--- src/rtl/smul_pkg.sv ---
// Shared definitions for the serial signed multiplier.
// Assumes a single clock domain and operands of equal width.
package smul_pkg;
    localparam int unsigned SMUL_W = 16;
endpackage

--- src/rtl/smul_ctrl.sv ---
// Sequencer: accepts start when idle, then counts W iteration cycles.
// Assumes W >= 2. It drives load (capture cycle), step (iteration) and
// last (final iteration) to the datapath.
module smul_ctrl #(
    parameter int unsigned W = smul_pkg::SMUL_W
) (
    input  logic clk,
    input  logic rst_n,
    input  logic start,
    output logic busy,
    output logic done,
    output logic load,
    output logic step,
    output logic last
);
    localparam int unsigned CW = (W > 2) ? $clog2(W) : 1;
    localparam logic [CW-1:0] LAST_IDX = CW'(W - 1);

    logic [CW-1:0] cnt_q;
    logic          busy_q;
    logic          done_q;

    assign load = start && !busy_q;
    assign step = busy_q;
    assign last = busy_q && (cnt_q == LAST_IDX);
    assign busy = busy_q;
    assign done = done_q;

    // Iteration counter and busy/done flags.
    always_ff @(posedge clk) begin
        if (!rst_n) begin
            cnt_q  <= '0;
            busy_q <= 1'b0;
            done_q <= 1'b0;
        end else begin
            done_q <= 1'b0;
            if (busy_q) begin
                cnt_q <= cnt_q + 1'b1;
                if (cnt_q == LAST_IDX) begin
                    busy_q <= 1'b0;
                    done_q <= 1'b1;
                end
            end else if (start) begin
                busy_q <= 1'b1;
                cnt_q  <= '0;
            end
        end
    end
endmodule

--- src/rtl/smul_datapath.sv ---
// Shift-and-add datapath. It holds the multiplicand, a multiplier register
// that also collects the retired low product bits, and a W+1 bit signed
// accumulator. Assumes load and step are never high together.
module smul_datapath #(
    parameter int unsigned W = smul_pkg::SMUL_W
) (
    input  logic         clk,
    input  logic         rst_n,
    input  logic         load,
    input  logic         step,
    input  logic         last,
    input  logic [W-1:0] op_a,
    input  logic [W-1:0] op_b,
    output logic [W-1:0] result
);
    localparam int unsigned SW = W + 2;

    logic [W-1:0]  mcand_q;
    logic [W-1:0]  mplier_q;
    logic [W:0]    acc_q;
    logic [W-1:0]  res_q;
    logic [SW-1:0] mcand_ext;
    logic [SW-1:0] addend;
    logic [SW-1:0] sum;
    logic [W:0]    acc_d;
    logic [W-1:0]  mplier_d;

    // Adds or subtracts the multiplicand according to the current multiplier bit.
    always_comb begin
        mcand_ext = {{2{mcand_q[W-1]}}, mcand_q};
        if (!mplier_q[0])
            addend = '0;
        else if (last)
            addend = SW'(0) - mcand_ext;
        else
            addend = mcand_ext;
        sum      = {acc_q[W], acc_q} + addend;
        acc_d    = sum[SW-1:1];
        mplier_d = {sum[0], mplier_q[W-1:1]};
    end

    // Operand capture, per-bit iteration and result retirement.
    always_ff @(posedge clk) begin
        if (!rst_n) begin
            mcand_q  <= '0;
            mplier_q <= '0;
            acc_q    <= '0;
            res_q    <= '0;
        end else if (load) begin
            mcand_q  <= op_a;
            mplier_q <= op_b;
            acc_q    <= '0;
        end else if (step) begin
            acc_q    <= acc_d;
            mplier_q <= mplier_d;
            if (last)
                res_q <= acc_d[W-1:0];
        end
    end

    assign result = res_q;
endmodule

--- src/rtl/smul_hi.sv ---
// Top: serial two's-complement multiplier that returns the upper half of
// the 2W-bit product, one multiplier bit per clock. Synchronous
// active-low reset.
module smul_hi #(
    parameter int unsigned W = smul_pkg::SMUL_W
) (
    input  logic         clk,
    input  logic         rst_n,
    input  logic         start,
    input  logic [W-1:0] op_a,
    input  logic [W-1:0] op_b,
    output logic         busy,
    output logic         done,
    output logic [W-1:0] result
);
    logic load;
    logic step;
    logic last;

    smul_ctrl #(.W(W)) ctrl_i (
        .clk(clk), .rst_n(rst_n), .start(start),
        .busy(busy), .done(done), .load(load), .step(step), .last(last)
    );

    smul_datapath #(.W(W)) dp_i (
        .clk(clk), .rst_n(rst_n), .load(load), .step(step), .last(last),
        .op_a(op_a), .op_b(op_b), .result(result)
    );
endmodule

--- config.mk ---
export PLATFORM = sky130hd
export DESIGN_NAME = smul_hi
export DESIGN_NICKNAME = d
export VERILOG_FILES = /design/src/rtl/smul_pkg.sv /design/src/rtl/smul_ctrl.sv /design/src/rtl/smul_datapath.sv /design/src/rtl/smul_hi.sv
export SDC_FILE = /design/constraint.sdc
export NUM_CORES = 1
export LEC_CHECK = 0
export CAP_MARGIN = 20
export CORE_ASPECT_RATIO = 1.4
export CORE_MARGIN = 1
export CORE_UTILIZATION = 55
export DETAILED_ROUTE_END_ITERATION = 8
export GPL_ROUTABILITY_DRIVEN = 0
export PLACE_DENSITY_LB_ADDON = 0.1
export SLEW_MARGIN = 25
export SYNTH_ARGS = -nofsm -noshare
export SYNTH_HDL_FRONTEND = slang
export SYNTH_HIERARCHICAL = 1
export SYNTH_SLANG_ARGS = --single-unit
--- constraint.sdc ---
create_clock -name clk -period 3.95 [get_ports clk]
set_clock_uncertainty 0.15 [all_clocks]
set_input_delay 0.79 -clock clk [delete_from_list [all_inputs] [get_ports clk]]
set_output_delay 0.79 -clock clk [all_outputs]
set_load 0.005 [all_outputs]
# --- Yosys cells after proc, flatten, opt, wreduce, memory -nomap -nowiden ---
# Cells that the tools add are included.
classes:
  n_addsub: 3
  eq_ne: 1
  mux: 10
  bitwise_logic: 2
  n_reduce_logical: 8
op_table:
  columns: ["cell", "n"]
  rows:
  - ["$mux 18", 2]
  - ["$mux 16", 2]
  - ["$add 18x18->18", 1]
  - ["$sub 1x16->17 const A", 1]
  - ["$mux 4", 2]
  - ["$add 4x1->4 const B", 1]
  - ["$eq 4x4->1 const B", 1]
  - ["$mux 1", 4]
  - ["$reduce_bool 2->1", 2]
  - ["$reduce_and 3->1", 1]
  - ["$logic_and 1x1->1", 2]
  - ["$not 1->1", 2]
  - ["$reduce_and 2->1", 1]
  - ["$reduce_or 2->1", 1]
  - ["$logic_not 1->1", 1]
word_totals:
  ff_bits: 71
  in_bits: 35
  word_cells: 31

# --- Depth between registers and ports, before layout ---
depth:
  depth_word: 7
  ltp_mapped: 15

# --- By module ---
# The synthesis kept the hierarchy.
by_module_without_submodules:
  columns: ["module", "n_inst", "cells_per_inst", "area_each_um2", "seq_area_each_um2"]
  rows:
  - ["smul_datapath", 1, 458, 3847.4, 1301.2]
  - ["smul_ctrl", 1, 30, 284.0, 120.1]

# --- Worst setup path before layout ---
# OpenSTA, ideal clock, no wires.
synth_path:
  path_type: "register -> register"
  start: "reg ctrl_i.cnt_q[0]"
  end: "reg dp_i.acc_q[15]"
  setup_time_ns: 0.120
  arrival_ns: 3.354
  required_time_ns: 3.680
  slack_ns: 0.326
  stages_incl_launch_ff: 15
  n_path_buf: 1
  period_less_slack_ns: 3.624
  path_cell_list: "dfxtp_1 -> ha_1 -> and4_4 -> buf_2 -> a21boi_1 -> a21oi_1 -> xnor2_1 -> and2_1 -> ha_1 -> a21o_1 -> a31o_2 -> o31a_1 -> a31oi_1 -> nor3_1 -> a211o_1"
synth_via:
  elab_chain_len: 5
synth_rtl:
  columns: ["element", "line", "source"]
  rows:
  - ["start: declaration", "smul_ctrl.sv:19", "logic [CW-1:0] cnt_q;"]
  - ["start signal: assignment", "smul_ctrl.sv:38", "cnt_q <= cnt_q + 1'b1;"]
  - ["$eq 4x4->1", "smul_ctrl.sv:25", "assign last = busy_q && (cnt_q == LAST_IDX);"]
  - ["$logic_and 1x1->1", "smul_ctrl.sv:25", null]
  - ["via last", "smul_hi.sv:18", "logic last;"]
  - ["$mux 18", "smul_datapath.sv:33", "else if (last)"]
  - ["$mux 18", "smul_datapath.sv:31", "if (!mplier_q[0])"]
  - ["$add 18x18->18", "smul_datapath.sv:37", "sum = {acc_q[W], acc_q} + addend;"]
  - ["end signal: assignment", "smul_datapath.sv:47", "acc_q <= '0;"]
  - ["end signal: assignment", "smul_datapath.sv:52", "acc_q <= '0;"]
  - ["end signal: assignment", "smul_datapath.sv:54", "acc_q <= acc_d;"]
  - ["end: declaration", "smul_datapath.sv:20", "logic [W:0] acc_q;"]
# The timed path passes the listed nets, and every way through them passes these cells.
# A chain may end at the register's enable or synchronous reset.

# --- Worst setup path after layout ---
# Same ends and word-level chain as after synthesis.

==> reports/metrics.cfg <==
[grt]
grt_max_degree = 56
gr-total-overflow = 0
grt_pass1_vias = 3446
grt_pass1_wl_mm = 15.6
antenna_found_initial = 0
grt_usage_pct = 25.9

[outcome]
violations = DRC
status = finished with violations

[synth]
synth_top_cell_by_area = dfxtp_1
synthesis.area_um2 = 4130
ys_async_sr_fraction_pct = 0
synthFlopType = dfxtp_1
synth_edf_count = 0
ys_top_cells_by_count = dfxtp_1, nand2_1, mux2i_1
yosysWarnings = 6
synth.area.top_cells = dfxtp_1, mux2i_1, ha_1
yosysUniqueCellTypes = 58
synth_cells = 488
yosysMostFrequentCell = dfxtp_1
synth_top_area_share_pct = 34.4
syn_area_per_cell_um2 = 8.47
ys_seq_area_share_pct = 34.4
syn-num-nets = 543
synth_seq_cells = 71

[critical_path]
cp-start-kind = flip-flop
critical_path_buf_inv_count = 0
cpMostUsedCell = ha_1
crit_type = reg -> reg
cp.arrival_ns = 3.75
slowest_stage = dfxtp_1
worst_setup_path_end_kind = flip-flop
max_stage_delay_ns = 0.39
worstPathCellList = ha_1 > and4_4 > a21boi_1 > a21oi_1 > xnor2_1 > and2_1 > ha_1 > a21o_1 > a31o_2 > o31a_1 > a31oi_1 > nor3_1 > a211o_1
cp_top_family = compound AO/OA/AOI/OAI gates
cp.required_ns = 4.04
critPathMaxFanout = 6

[drt]
num_vias = 3587
ant_nets = 0
avgViaCountPerCell = 5.62
wl_per_cell_um = 14.6
firstDrtPassIters = 6
wl_mm = 9.34
drc = 2
drt_iter0_markers = 159

[floorplanning]
die_w_um = 75.3
core_area_um2 = 7310
die_area_um2 = 7870
initial_core_util_pct = 56.5
die_h_um = 105
io_pins = 53
rows = 37

[clock_tree]
clkLatencyLatePin_ns = 0.35
clock_sinks = 71
clk_pin_slew_ns = 0.07
cts_setup_buffers = 0
cts_tree = done
cts-resized-gates = 0
clk_path_buf_depth = 2
cts_made_buffers = 9
h-tree-depth = 3
clockRootBuffer = clkbuf_8
cts_hold_buffers = 0

[power_and_ir_drop]
power_mw = 1.58
p_leak_nw = 2.06
power.density_nw_per_um2 = 318
max-vdd-ir-drop_v = 0.000283

[sta]
hold-worst-slack_ns = 0.313
finalCritPeriodShare_pct = 92.5
hold_viol = 0
fmax_mhz = 274
fin_ws_ns = 0.297
slew_viol_final = 0
setup_tns_ns = 0
max-slew-margin-rel_pct = 52.3
fin_crit_ns = 3.65
setup-violations-final = 0
rsz0062_at_grt = false
worst_slew_pin_slew_ns = 0.715

[placed_design]
pre_cts_slack_ns = 0.306
port_buffers = 52
hpwl_mm = 6.86

[final_layout]
fill_cells = 640
num_antenna_cells = 0
drive_above_1_share_pct = 7.58
fin_nets = 592
utilization_pct = 68.0
syn_to_final_growth_pct = 20.3

[flow_run]
cap_violations = 0

[worst_hold_path]
worstHoldPathType = reg -> reg

metrics by stage:
step	std cells	area [um2]
2_1_floorplan	488	4130
3_3_place_gp	623	4760
3_5_place_dp	623	4760
4_1_cts	638	4970
5_1_grt	638	4970
6_report	638	4970
state kept, by name, summed over array words and instances, names as in the netlist:
register	flops
dp_i/acc_q	17
dp_i/mcand_q	16
dp_i/mplier_q	16
dp_i/result	16
ctrl_i/cnt_q	4
ctrl_i/busy	1
ctrl_i/done	1
layout by cell type (no fill, tap or decap), drive strengths merged, types with 5 or more instances in the layout:
cell	instances
clkbuf	11
clkdlybuf4s50	52
xor2	6
ha	19
nor2	25
mux2i	38
o21ai	35
xnor2	17
nand2	60
nor3	8
and2	31
a211oi	10
nand3	15
a21o	6
a21oi	23
dfxtp	71
buf	12
a21boi	8
nand2b	5
inv	9
nor2b	22
where the power goes:
group | total (mW) | switching, mW | internal [mW]
clock network | 0.624 | 0.257 | 0.367
logic | 0.189 | 0.0922 | 0.0968
registers | 0.767 | 0.0253 | 0.742
total | 1.58 | 0.375 | 1.21
tightest hold or removal path, cell delays in order (launching register included):
cell and delay, ns:
dfxtp_1 0.31, nand2_1 0.05, a21boi_0 0.06
worst paths after layout:
path,startpoint,to,slack (ns),cells past startpoint
min reg2reg,dp_i/result[8]$_SDFFE_PN0P_,dp_i/result[8]$_SDFFE_PN0P_,0.31,2
max reg2reg,ctrl_i/cnt_q[0]$_SDFFE_PN0P_,dp_i/acc_q[15]$_SDFFE_PP0P_,0.30,13
max,ctrl_i/cnt_q[0]$_SDFFE_PN0P_,dp_i/acc_q[15]$_SDFFE_PP0P_,0.30,13
min,dp_i/result[8]$_SDFFE_PN0P_,dp_i/result[8]$_SDFFE_PN0P_,0.31,2
kinds of logic (layout without fill, tap and decap cells):
group,after synthesis,after routing,share of synthesized area (%)
adders and majority gates,20,20,6.24
DFF,71,71,34.4
muxes,38,38,9.21
buffers and inverters,35,88,3.54
and+or+nand+nor,185,185,23.0
AOI/OAI and AO/OA,116,116,18.7
xor gates and xnor gates,23,23,4.88
cell type report:
type,count,area [um2],area share (%)
Clock buffer,11,141,2.84
Clock inverter,4,70.1,1.41
Inverter,9,33.8,0.680
Multi-Input combinational cell,382,2570,51.7
Sequential cell,71,1420,28.6
Tap cell,97,121,2.44
Timing Repair Buffer,64,611,12.3
routing by layer:
layer / share of wire, % / vias to the layer above / global-route usage, %
met5: 0 / - / 0
met3: 3.6 / 20 / 4.44
met1: 43 / 1667 / 29.8
met2: 51 / 80 / 44.7
li1: - / 1820 / -
met4: 2.7 / 0 / 13.0
Note: power is estimated with default switching activity, not from simulation.
